<file path="src/rtl/rxf_pkg.sv">
package rxf_pkg;
  typedef enum logic [1:0] {
    WID_8   = 2'b00,
    WID_16  = 2'b01,
    WID_24  = 2'b10,
    WID_24X = 2'b11
  } width_e;

  // number of upper bytes retained for a width code
  function automatic int unsigned kept_bytes(input width_e w, input int unsigned total);
    case (w)
      WID_8:   kept_bytes = 1;
      WID_16:  kept_bytes = 2;
      default: kept_bytes = total;
    endcase
  endfunction
endpackage

</file>
<file path="src/rtl/rxf_rst_sync.sv">
module rxf_rst_sync (
  input  logic clk,
  input  logic rst_n,
  output logic rst_sync_n
);
  logic [1:0] stage_q;

  always_ff @(posedge clk or negedge rst_n) begin
    if (!rst_n) stage_q <= 2'b00;
    else        stage_q <= {stage_q[0], 1'b1};
  end

  assign rst_sync_n = stage_q[1];
endmodule

</file>
<file path="src/rtl/rxf_lane_mask.sv">
module rxf_lane_mask
  import rxf_pkg::*;
#(
  parameter int unsigned BYTES = 3
) (
  input  logic [1:0]         mode_i,
  input  logic [BYTES*8-1:0] data_i,
  output logic [BYTES*8-1:0] data_o
);
  int unsigned keep;

  always_comb begin
    keep = kept_bytes(width_e'(mode_i), BYTES);
  end

  for (genvar b = 0; b < BYTES; b++) begin : g_lane
    assign data_o[b*8 +: 8] = (b >= int'(BYTES - keep)) ? data_i[b*8 +: 8] : 8'h00;
  end
endmodule

</file>
<file path="src/rtl/rxf_wrap_ptr.sv">
module rxf_wrap_ptr #(
  parameter int unsigned DEPTH = 10,
  localparam int unsigned PTR_W = (DEPTH > 1) ? $clog2(DEPTH) : 1
) (
  input  logic             clk,
  input  logic             rst_n,
  input  logic             clr_i,
  input  logic             adv_i,
  output logic [PTR_W-1:0] ptr_o
);
  localparam logic [PTR_W-1:0] LAST = PTR_W'(DEPTH - 1);

  logic [PTR_W-1:0] ptr_q, ptr_d;

  always_comb begin
    ptr_d = ptr_q;
    if (clr_i)                        ptr_d = '0;
    else if (adv_i && ptr_q == LAST)  ptr_d = '0;
    else if (adv_i)                   ptr_d = ptr_q + 1'b1;
  end

  always_ff @(posedge clk or negedge rst_n) begin
    if (!rst_n) ptr_q <= '0;
    else        ptr_q <= ptr_d;
  end

  assign ptr_o = ptr_q;
endmodule

</file>
<file path="src/rtl/rx_word_fifo.sv">
module rx_word_fifo #(
  parameter int unsigned DEPTH = 10,
  parameter int unsigned BYTES = 3
) (
  input  logic                 clk,
  input  logic                 rst_n,
  input  logic                 clear_i,
  input  logic [1:0]           mode_i,
  input  logic                 wr_i,
  input  logic [BYTES*8-1:0]   wr_data_i,
  input  logic                 rd_i,
  input  logic                 dma_rd_i,
  output logic [BYTES*8-1:0]   rd_data_o,
  output logic                 not_empty_o,
  output logic                 full_o,
  output logic                 overrun_o
);
  localparam int unsigned W     = BYTES * 8;
  localparam int unsigned CNT_W = $clog2(DEPTH + 1);
  localparam int unsigned PTR_W = (DEPTH > 1) ? $clog2(DEPTH) : 1;
  localparam logic [CNT_W-1:0] FULL_CNT = CNT_W'(DEPTH);

  logic             rst_sync_n;
  logic [W-1:0]     masked;
  logic [PTR_W-1:0] wptr, rptr;
  logic [W-1:0]     mem [DEPTH];

  logic [CNT_W-1:0] count_q, count_d;
  logic [W-1:0]     rdat_q, rdat_d;
  logic             ovr_q, ovr_d;
  logic             rd_any, pop_ok, push_ok, is_full;

  rxf_rst_sync u_rst (
    .clk        (clk),
    .rst_n      (rst_n),
    .rst_sync_n (rst_sync_n)
  );

  rxf_lane_mask #(.BYTES(BYTES)) u_mask (
    .mode_i (mode_i),
    .data_i (wr_data_i),
    .data_o (masked)
  );

  // accept logic: a pop frees a slot in the same cycle
  always_comb begin
    is_full = (count_q == FULL_CNT);
    rd_any  = rd_i | dma_rd_i;
    pop_ok  = rd_any && (count_q != '0) && !clear_i;
    push_ok = wr_i && (!is_full || pop_ok) && !clear_i;
  end

  rxf_wrap_ptr #(.DEPTH(DEPTH)) u_wptr (
    .clk   (clk),
    .rst_n (rst_sync_n),
    .clr_i (clear_i),
    .adv_i (push_ok),
    .ptr_o (wptr)
  );

  rxf_wrap_ptr #(.DEPTH(DEPTH)) u_rptr (
    .clk   (clk),
    .rst_n (rst_sync_n),
    .clr_i (clear_i),
    .adv_i (pop_ok),
    .ptr_o (rptr)
  );

  // storage array: no reset needed, qualified by occupancy
  always_ff @(posedge clk) begin
    if (push_ok) mem[wptr] <= masked;
  end

  always_comb begin
    count_d = count_q;
    rdat_d  = rdat_q;
    ovr_d   = ovr_q;
    if (clear_i) begin
      count_d = '0;
      rdat_d  = '0;
      ovr_d   = 1'b0;
    end else begin
      if (push_ok && !pop_ok)      count_d = count_q + 1'b1;
      else if (pop_ok && !push_ok) count_d = count_q - 1'b1;
      if (pop_ok)                  rdat_d  = mem[rptr];
      if (wr_i && !push_ok)        ovr_d   = 1'b1;
    end
  end

  always_ff @(posedge clk or negedge rst_sync_n) begin
    if (!rst_sync_n) begin
      count_q <= '0;
      rdat_q  <= '0;
      ovr_q   <= 1'b0;
    end else begin
      count_q <= count_d;
      rdat_q  <= rdat_d;
      ovr_q   <= ovr_d;
    end
  end

  assign rd_data_o   = rdat_q;
  assign not_empty_o = (count_q != '0);
  assign full_o      = is_full;
  assign overrun_o   = ovr_q;
endmodule

</file>
<file path="config.mk">
export PLATFORM = sky130hd
export DESIGN_NAME = rx_word_fifo
export DESIGN_NICKNAME = d
export VERILOG_FILES = /design/src/rtl/rxf_pkg.sv /design/src/rtl/rxf_rst_sync.sv /design/src/rtl/rxf_lane_mask.sv /design/src/rtl/rxf_wrap_ptr.sv /design/src/rtl/rx_word_fifo.sv
export SDC_FILE = /design/constraint.sdc
export NUM_CORES = 1
export LEC_CHECK = 0
export BUFFER_PORTS_ARGS = -buffer_cell sky130_fd_sc_hd__buf_2
export CORE_ASPECT_RATIO = 0.8
export CORE_MARGIN = 3
export CORE_UTILIZATION = 40
export DETAILED_ROUTE_END_ITERATION = 6
export PLACE_DENSITY = 0.54
export SETUP_SLACK_MARGIN = 0.1
export SLEW_MARGIN = 10
export SYNTH_ARGS = -nofsm -noshare
export SYNTH_HDL_FRONTEND = slang
export SYNTH_SLANG_ARGS = --single-unit
</file>
<file path="constraint.sdc">
create_clock -name clk -period 2.8 [get_ports clk]
set_input_delay 0.28 -clock clk [delete_from_list [all_inputs] [get_ports clk]]
set_output_delay 0.28 -clock clk [all_outputs]
set_load 0.02 [all_outputs]
</file>
==> impl_metrics.json, run 1 <==
{
  "yosys_warnings": 0,
  "synth_common_cells": "240 x edfxtp_1, 50 x nand2b_1, 48 x mux4_2, 39 x dfrtp_1, 33 x a21oi_1",
  "antenna_found_initial": 2,
  "relSlewSlack_pct": 51.2,
  "grtUsageTotal_pct": 17.7,
  "post-route-min-period_ps": 2620,
  "path_max_fanout": 8,
  "vdd_drop_max_mv": 0.505,
  "status": "finished clean",
  "dr.pass1.iters": 5,
  "synthArstFlopShare_pct": 14.0,
  "worstSetupEndpointType": "flip-flop",
  "clock_sinks": 279,
  "fp.dieH_um": 156,
  "cts_tree": "done",
  "ctsHtreeMaxLevel": 1,
  "fp.dieW_um": 194,
  "fmax_ghz": 0.382,
  "antenna_cells": 0,
  "netlist_area_mm2": 0.0113,
  "multi_input_area_mm2": 0.00296,
  "clockBufferDepth": 3,
  "nets": 748,
  "yosysUniqueCellTypes": 48,
  "io_pins": 59,
  "yosysMostFrequentCell": "edfxtp_1",
  "fp-row-count": 54,
  "register_area_mm2": 0.00819,
  "path_cells": "nor4_4 > o211ai_4 > nand2b_1 > ha_1 > a21oi_2 > and2_1 > or4b_1 > o211ai_1",
  "cts_setup_buffers": 0,
  "worst_pin_slew_ps": 733,
  "drt-total-wl_um": 26700,
  "ys_seq_elements": 279,
  "drt-wirelength-per-cell_um": 24.4,
  "grt_pass1_vias": 6375,
  "max-cap-violations": 0,
  "nFillCells": 2351,
  "synth_top_cell_by_area": "edfxtp_1",
  "dp_hpwl_um": 14700,
  "slowest_stage": "dfrtp_1",
  "overflow": 0,
  "avgSynthCellArea_um2": 17.8,
  "ant_nets": 0,
  "finalClockSkew_ps": 7.88,
  "critPathKind": "reg2reg",
  "final_util_pct": 47.7,
  "placed_cells": 1040,
  "required_ps": 3260,
  "start_util_pct": 41.1,
  "slowest_delay_ps": 460,
  "die_area_mm2": 0.0304,
  "critPathBufInv": 0,
  "post-route-period-util_pct": 93.5,
  "grt_pass1_wl_um": 40400,
  "drive_gt1_share_pct": 27.7,
  "p_leak_uw": 0.00438,
  "crit_family": "simple AND/OR/NAND/NOR gates",
  "vias_per_cell": 5.57,
  "stdcell_count": 1093,
  "io_buffer_count": 58,
  "worstSkewPairLatency_ps": 540,
  "place_congestion": 0.734,
  "synth-edff-count": 240,
  "grt_start_max_net_pins": 30,
  "clockRootBuffer": "clkbuf_16",
  "finalHoldViolations": 0,
  "synth_nets": 677,
  "cp.arrival_ps": 3070,
  "synth_ff_type": "edfxtp_1",
  "min_path_type": "in2reg",
  "cts_buffers": 28,
  "num_vias": 6093,
  "postSynthCellCount": 636,
  "coreArea_mm2": 0.0276,
  "drc": 0,
  "critPathLaunchType": "flip-flop",
  "p_per_area_mw_per_mm2": 872,
  "yosys.area.top_type_share_pct": 63.6,
  "area_growth_pct": 16.0,
  "path_clk_slew_ps": 60,
  "rsz0062_at_grt": "false",
  "synth_seq_area_share_pct": 72.3,
  "synth.area.top_cells": "edfxtp_1 64%, mux4_2 9.5%, dfrtp_1 8.6%",
  "finalSetupViolations": 0,
  "drv_slew": 0,
  "drt-initial-drc-count": 377
}
routing by layer:
layer / wire length, µm / GRT usage (%)
met5: 25 / 0
met4: 600 / 4.20
met3: 1270 / 2.80
met2: 12700 / 29.0
met1: 12100 / 25.4
cell type report:
class	instances	share of cell area (%)
clock inverter	13	1.04
multi-input combinational	302	22.5
inverter	10	0.286
timing repair buffer	86	4.40
tap	364	3.47
sequential	279	62.3
clock buffer	39	5.95
worst paths after layout:
check                      slack, ps             start  cells after the start               end
max                              180        count_q[1]                      8        count_q[3]
min                               50     wr_data_i[21]                      1        mem[5][21]
max reg2reg                      180        count_q[1]                      8        count_q[3]
min reg2reg                      330  u_rst.stage_q[1]                      0   u_wptr.ptr_o[0]
max in group asynchronous       1740  u_rst.stage_q[1]                      1     rd_data_o[12]
min in group asynchronous         60             rst_n                      2  u_rst.stage_q[1]
what timing repair did:
item,in CTS,in global routing
hold buffers,1,0
resized for setup,0,3
hold endpoints to repair,2,0
setup endpoints to repair,0,1
stage by stage:
| stage | cell area, µm² | power, µW | setup WS, ps | setup TNS (ps) | hold WS [ps] |
|---|---|---|---|---|---|
| floorplan | 11300 | 6970 | -132 | -12640 | -15.6 |
| global placement | 12200 | 7790 | 367 | 0 | 68.6 |
| detailed placement | 12200 | 7870 | 151 | 0 | 69.6 |
| CTS | 13100 | 11600 | 123 | 0 | 27.5 |
| global route | 13100 | 12000 | 105 | 0 | 45.9 |
| finish | 13100 | 11500 | 183 | 0 | 45.4 |
where the power goes:
part	internal [µW]	leakage (µW)	total, µW	switching [µW]
logic	1180	0.00124	2700	1520
registers	4750	0.00270	5080	332
clock network	2140	0.000443	3680	1540
flip-flops by register name, summed over array words and instances, names as in the netlist:
| register | flops |
|---|---|
| count_q | 4 |
| mem | 240 |
| overrun_o | 1 |
| rd_data_o | 24 |
| u_rptr.ptr_o | 4 |
| u_rst.stage_q | 2 |
| u_wptr.ptr_o | 4 |
placed cells by master (no fill, tap or decap), types with 3 or more instances in the layout:
| master | instances |
|---|---|
| edfxtp_1 | 240 |
| buf_2 | 58 |
| nand2b_1 | 50 |
| mux4_2 | 48 |
| dfrtp_1 | 36 |
| a21oi_1 | 32 |
| clkbuf_16 | 28 |
| mux2i_1 | 26 |
| o211ai_1 | 25 |
| buf_4 | 21 |
| nor4b_1 | 18 |
| nor2_1 | 11 |
| and2_1 | 10 |
| nand2_1 | 10 |
| inv_1 | 9 |
| nor2b_1 | 8 |
| ha_1 | 8 |
| clkbuf_1 | 7 |
| nor4b_2 | 6 |
| nand3_1 | 6 |
| buf_12 | 6 |
| clkinv_2 | 5 |
| nor3_2 | 4 |
| nor2_2 | 4 |
| o21ai_0 | 4 |
| clkbuf_8 | 4 |
| nor4_1 | 3 |
| clkinvlp_4 | 3 |
worst register-to-register path, cell delays in order (launching register included):
cell and delay (ps):
dfrtp_1 460, nor4_4 390, o211ai_4 170, nand2b_1 230, ha_1 360, a21oi_2 200, and2_1 170, or4b_1 450
o211ai_1 110
cell families (layout without fill, tap and decap cells):
family | count (synthesis) | in the layout | synth area share, %
flip-flops | 279 | 279 | 72.3
buffers and inverters | 55 | 148 | 2.21
adder cells (fa/ha/maj) | 9 | 9 | 1.06
multiplexers | 74 | 74 | 11.8
XOR/XNOR | 1 | 1 | 0.0774
other | 1 | 1 | 0.0331
AO/OA/AOI/OAI | 73 | 73 | 4.09
AND/OR/NAND/NOR | 144 | 144 | 8.42
No activity file was read; power rests on OpenSTA's default activity.
==> inputs of run 2 (changes only) <==
==> constraint.sdc (replaced) <==
create_clock -name clk -period 2.8 [get_ports clk]
set_input_delay 0.56 -clock clk [delete_from_list [all_inputs] [get_ports clk]]
set_output_delay 0.56 -clock clk [all_outputs]
set_load 0.02 [all_outputs]
==> run 2 against run 1 <==
Effect of this change:
- fmax rose by 2.6%
- via count decreased by 2.2%
- worst setup slack improved by 66 ps
- count of clock-buffer cells in the layout up 1
- critical path type is now reg2out
- largest cell class unchanged
==> impl_metrics.json, run 2 (synthesis results as in run 1) <==
{
  "drv_slew": 0,
  "finalHoldViolations": 0,
  "place_congestion": 0.754,
  "nets": 752,
  "timing.reg2reg.setup_slack_ps": 280,
  "relSlewSlack_pct": 46.8,
  "final_util_pct": 47.5,
  "min_path_type": "in2async",
  "critPathKind": "reg2out",
  "antenna_cells": 0,
  "cts_tree": "done",
  "stdcell_count": 1096,
  "grt_start_max_net_pins": 53,
  "drt-initial-drc-count": 453,
  "io_pins": 59,
  "cts_setup_buffers": 0,
  "ctsHtreeMaxLevel": 1,
  "worstSkewPairLatency_ps": 530,
  "path_max_fanout": 29,
  "fp.dieW_um": 194,
  "placed_cells": 1044,
  "status": "finished clean",
  "finalSetupViolations": 0,
  "met1_usage_pct": 23.2,
  "drive_gt1_share_pct": 27.0,
  "required_ps": 2240,
  "fmax_ghz": 0.392,
  "drt-total-wl_um": 24600,
  "area_growth_pct": 15.6,
  "start_util_pct": 41.1,
  "dp_hpwl_um": 14300,
  "holdWs_ps": 332,
  "vias_per_cell": 5.44,
  "dr.pass1.iters": 4,
  "grt_pass1_wl_um": 38300,
  "final_common_cell": "edfxtp_1",
  "gr-max-usage-layer": "met2",
  "pre_cts_ws_ps": 284,
  "grtUsageMet3_pct": 3.40,
  "nFillCells": 2343,
  "largest_register_ffs": 240,
  "grt_pass1_vias": 6359,
  "setup_ws_ps": 249,
  "ant_nets": 0,
  "antenna_found_initial": 2,
  "regMostFlops": "mem",
  "fp-row-count": 54,
  "p_per_area_mw_per_mm2": 861,
  "path_clk_slew_ps": 60,
  "fp.dieH_um": 156,
  "drt-wirelength-per-cell_um": 22.4,
  "critPathLaunchType": "flip-flop",
  "cts_buffers": 28,
  "worst_pin_slew_ps": 798,
  "clockBufferDepth": 3,
  "rsz0062_at_grt": "false",
  "max-cap-violations": 0,
  "num_vias": 5957,
  "post-route-period-util_pct": 91.1,
  "post-route-min-period_ps": 2550,
  "worstSetupEndpointType": "output pin",
  "r2r_end": "count_q[3]",
  "vdd_drop_max_mv": 0.781,
  "cp-endpoint": "not_empty_o",
  "io_buffer_count": 58,
  "clock_sinks": 279,
  "r2r-start": "count_q[0]",
  "rr_worst_depth": 8,
  "p_leak_uw": 0.00438,
  "layout_common_cells": "240 x edfxtp_1, 58 x buf_2, 50 x nand2b_1, 48 x mux4_2, 36 x dfrtp_1",
  "grtUsageTotal_pct": 16.5,
  "drc": 0,
  "finalClockSkew_ps": 15.7,
  "die_area_mm2": 0.0304,
  "overflow": 0,
  "crit_start": "count_q[0]",
  "grtUsageMet2_pct": 27.0,
  "coreArea_mm2": 0.0276,
  "cp.arrival_ps": 1990,
  "clockRootBuffer": "clkbuf_16"
}
## run 2: changes by cell type in the layout (fill, tap and decap cells not counted), sizes merged
cell	change
buf	+4
bufinv	-1
clkbuf	+1
clkinv	+1
clkinvlp	-3
inv	+1
## run 2: report_power, final
part / switching, µW / leakage, µW / total, µW / internal (µW)
clock: 1480 / 0.000432 / 3550 / 2060
combinational: 1510 / 0.00125 / 2700 / 1190
sequential: 269 / 0.00270 / 5020 / 4750
## run 2: what timing repair did
action                                 4_1_cts  5_1_grt
setup endpoints to repair                    0        1
resized for setup                            0        1
endpoints found under the hold margin        2        0
hold buffers                                 1        0
## run 2: per-stage QoR
stage | total power, µW | cell area [µm²] | TNS [ps]
3_5_place_dp | 7840 | 12200 | 0
3_3_place_gp | 7770 | 12200 | 0
5_1_grt | 11800 | 13100 | 0
4_1_cts | 11400 | 13100 | 0
2_1_floorplan | 6970 | 11300 | -32730
6_report | 11300 | 13100 | 0
## run 2: how the worst min path moves through the flow
stage	start	endpoint	slack, ps
2_1_floorplan	rst_n	u_rst.stage_q[0]	260
3_3_place_gp	u_rst.stage_q[0]	u_rst.stage_q[1]	340
3_5_place_dp	u_rst.stage_q[0]	u_rst.stage_q[1]	340
4_1_cts	wr_data_i[23]	mem[5][23]	310
5_1_grt	rst_n	u_rst.stage_q[1]	340
6_report	rst_n	u_rst.stage_q[0]	330
## run 2: area by class of cell
type / instances / area (µm²) / area share [%]
multi-input cells: 302 / 2940 / 22.5
repair buffers: 90 / 587 / 4.48
clock inverters: 11 / 80.1 / 0.612
clock buffers: 40 / 797 / 6.09
well taps: 364 / 455 / 3.48
inverters: 10 / 37.5 / 0.287
flip-flops and latches: 279 / 8190 / 62.6
## run 2: critical path: stages (launching register included)
cell     delay [ps]
dfrtp_1         450
nor4_4          340
buf_6           370
inv_2           100
buf_2           180
## run 2: routing by layer
layer / vias to the layer above / part of all wire (%)
met5: - / 0.14
met4: 4 / 1.4
met3: 31 / 4.9
met2: 126 / 48
met1: 3145 / 46
li1: 2651 / -
==> inputs of run 3 (changes only) <==
- SYNTH_HIERARCHICAL: unset -> 1
==> run 3 against run 2 <==
Effect of this change:
- die area shrank 0.25%
- total power fell by 6.0%
- count of clock-buffer cells in the layout shrank 1
- worst setup slack got worse by 4.9 ps
- combinational power is 21% lower
- critical path depth up 5
- routed wire length rose by 2.0%
- final area increased by 0.51%
- core utilization is 0.36 points higher
- clock skew is 1.4 ps lower
- register-to-register slack worse by 40 ps
- worst hold slack got worse by 5.9 ps
- critical path type is now reg2reg
- largest power group unchanged
==> impl_metrics.json, run 3 <==
{
  "path_cells": "nand4bb_1 > o21ai_2 > inv_1 > o21ai_0 > ha_1 > a21oi_2 > and2_0 > or4b_1 > o211ai_1",
  "fp.dieH_um": 156,
  "clockRootBuffer": "clkbuf_16",
  "finalClockSkew_ps": 14.3,
  "post-route-min-period_ps": 2560,
  "synth_compound_area_share_pct": 4.86,
  "drc": 0,
  "clock_sinks": 279,
  "crit_family": "simple AND/OR/NAND/NOR gates",
  "synthArstFlopShare_pct": 14.0,
  "critPathLaunchType": "flip-flop",
  "synth_adder_area_share_pct": 0.842,
  "worst_pin_slew_ps": 758,
  "dp_hpwl_um": 14900,
  "synth.area.mux_share_pct": 11.8,
  "synth_seq_area_share_pct": 72.4,
  "clockBufferDepth": 3,
  "yosys.area.top_type_share_pct": 63.8,
  "dr.pass1.iters": 4,
  "fmax_ghz": 0.391,
  "synth.area.top_cells": "edfxtp_1 64%, mux4_2 9.6%, dfrtp_1 8.6%",
  "cts_buffers": 28,
  "avgSynthCellArea_um2": 18.0,
  "fp-row-count": 54,
  "synth_top_family_by_area": "multiplexers",
  "finalHoldViolations": 0,
  "overflow": 0,
  "drt-wirelength-per-cell_um": 22.9,
  "yosys.area_share.xor_xnor_pct": 0.0775,
  "grtUsageTotal_pct": 16.7,
  "num_vias": 5964,
  "start_util_pct": 41.1,
  "drt-total-wl_um": 25100,
  "status": "finished clean",
  "ant_nets": 0,
  "cp.arrival_ps": 3000,
  "drt-initial-drc-count": 476,
  "critPathBufInv": 1,
  "regMostFlops": "mem",
  "rsz0062_at_grt": "true",
  "finalSetupViolations": 0,
  "p_leak_uw": 0.00432,
  "layout_common_cells": "240 x edfxtp_1, 58 x buf_2, 56 x nand2b_1, 48 x mux4_2, 36 x dfrtp_1",
  "coreArea_mm2": 0.0275,
  "grt_pass1_vias": 6257,
  "postSynthCellCount": 629,
  "io_pins": 59,
  "synth-edff-count": 240,
  "worstSkewPairLatency_ps": 540,
  "fp.dieW_um": 194,
  "place_congestion": 0.764,
  "synth_ff_type": "edfxtp_1",
  "nets": 748,
  "synth_simple_gate_area_share_pct": 8.11,
  "setup_ws_ps": 244,
  "ctsHtreeMaxLevel": 1,
  "synth_nets": 668,
  "io_buffer_count": 58,
  "slowest_stage": "dfrtp_1",
  "vias_per_cell": 5.45,
  "worstSetupEndpointType": "flip-flop",
  "setup_tns_ps": 0,
  "nFillCells": 2282,
  "min_path_type": "reg2async",
  "antenna_cells": 0,
  "max-cap-violations": 0,
  "die_area_mm2": 0.0303,
  "area_growth_pct": 16.5,
  "required_ps": 3250,
  "netlist_area_mm2": 0.0113,
  "critPathKind": "reg2reg",
  "ys_seq_elements": 279,
  "path_max_fanout": 6,
  "yosysMostFrequentCell": "edfxtp_1",
  "yosysUniqueCellTypes": 49,
  "final_common_cell": "edfxtp_1",
  "antenna_found_initial": 0,
  "post-route-period-util_pct": 91.3,
  "largest_register_ffs": 240,
  "cts_setup_buffers": 0,
  "path_clk_slew_ps": 60,
  "vdd_drop_max_mv": 0.673,
  "pre_cts_ws_ps": 29.4,
  "slowest_delay_ps": 460,
  "synth_common_cells": "240 x edfxtp_1, 56 x nand2b_1, 48 x mux4_2, 39 x dfrtp_1, 33 x a21oi_1",
  "yosys_warnings": 6,
  "cts_tree": "done",
  "grt_start_max_net_pins": 44,
  "grt_pass1_wl_um": 38700,
  "drive_gt1_share_pct": 29.1,
  "relSlewSlack_pct": 49.5,
  "drv_slew": 0,
  "p_per_area_mw_per_mm2": 805,
  "synth_top_cell_by_area": "edfxtp_1"
}
## run 3: worst register-to-register path, delay by kind of cell, from the launching register on
kind                     cells  cell delay [ps]
buffers and inverters        1               80
adder cells (fa/ha/maj)      1              350
AO/OA/AOI/OAI                4              660
AND/OR/NAND/NOR              3              940
flip-flops                   1              460
## run 3: path summary, 6_finish.rpt
check,from,cells past startpoint,slack (ps),endpoint
worst min-delay path,u_rst/stage_q[1],0,330,count_q[0]
min in group clk,wr_data_i[16],1,330,mem[2][16]
worst max-delay path,count_q[0],9,240,count_q[3]
worst min register to register,u_rst/stage_q[1],0,330,count_q[0]
max in group asynchronous,u_rst/stage_q[1],1,1730,rd_data_o[21]
worst max register to register,count_q[0],9,240,count_q[3]
## run 3: cell families (layout without fill, tap and decap cells)
| kind of cell | count (synthesis) | count (layout) |
|---|---|---|
| mux | 73 | 73 |
| fa+ha+maj | 7 | 7 |
| buf+inv | 47 | 149 |
| xor+xnor | 1 | 1 |
| compound gates | 85 | 85 |
| simple gates | 136 | 136 |
| flops | 279 | 279 |
| other cells | 1 | 1 |
## run 3: per-stage QoR
stage	area (µm²)	power [µW]	hold slack, ps	util, %	instances
after detailed placement	12300	7130	336	44.6	1042
after floorplan	11300	6410	264	-	629
after global placement	12300	7080	340	44.6	1042
final	13200	10600	326	47.8	1095
after global routing	13200	11100	318	47.8	1095
after CTS	13200	10700	308	47.8	1095
## run 3: final cells by class
class                           count  area (µm²)  area share [%]
Multi-Input combinational cell    303        2980            22.7
Sequential cell                   279        8190            62.2
Inverter                            7        26.3           0.200
Clock buffer                       39         772            5.87
Clock inverter                     13         110           0.837
Timing Repair Buffer               90         621            4.72
Tap cell                          364         455            3.46
## run 3: where the power goes
group	leakage, µW	internal [µW]	switching (µW)
logic	0.00120	852	1280
registers	0.00270	4720	190
clock network	0.000424	2020	1530
## run 3: routing by layer
layer | global-route usage (%) | share of wire, %
met2 | 25.7 | 45
met4 | 3.45 | 1.7
met3 | 2.71 | 4.7
met1 | 25.5 | 49
met5 | 0 | 0
## run 3: repair_timing
item | in CTS | in global routing
resized for setup | 0 | 0
endpoints found under the setup margin | 0 | 2
hold buffers | 1 | 0
endpoints found under the hold margin | 2 | 0
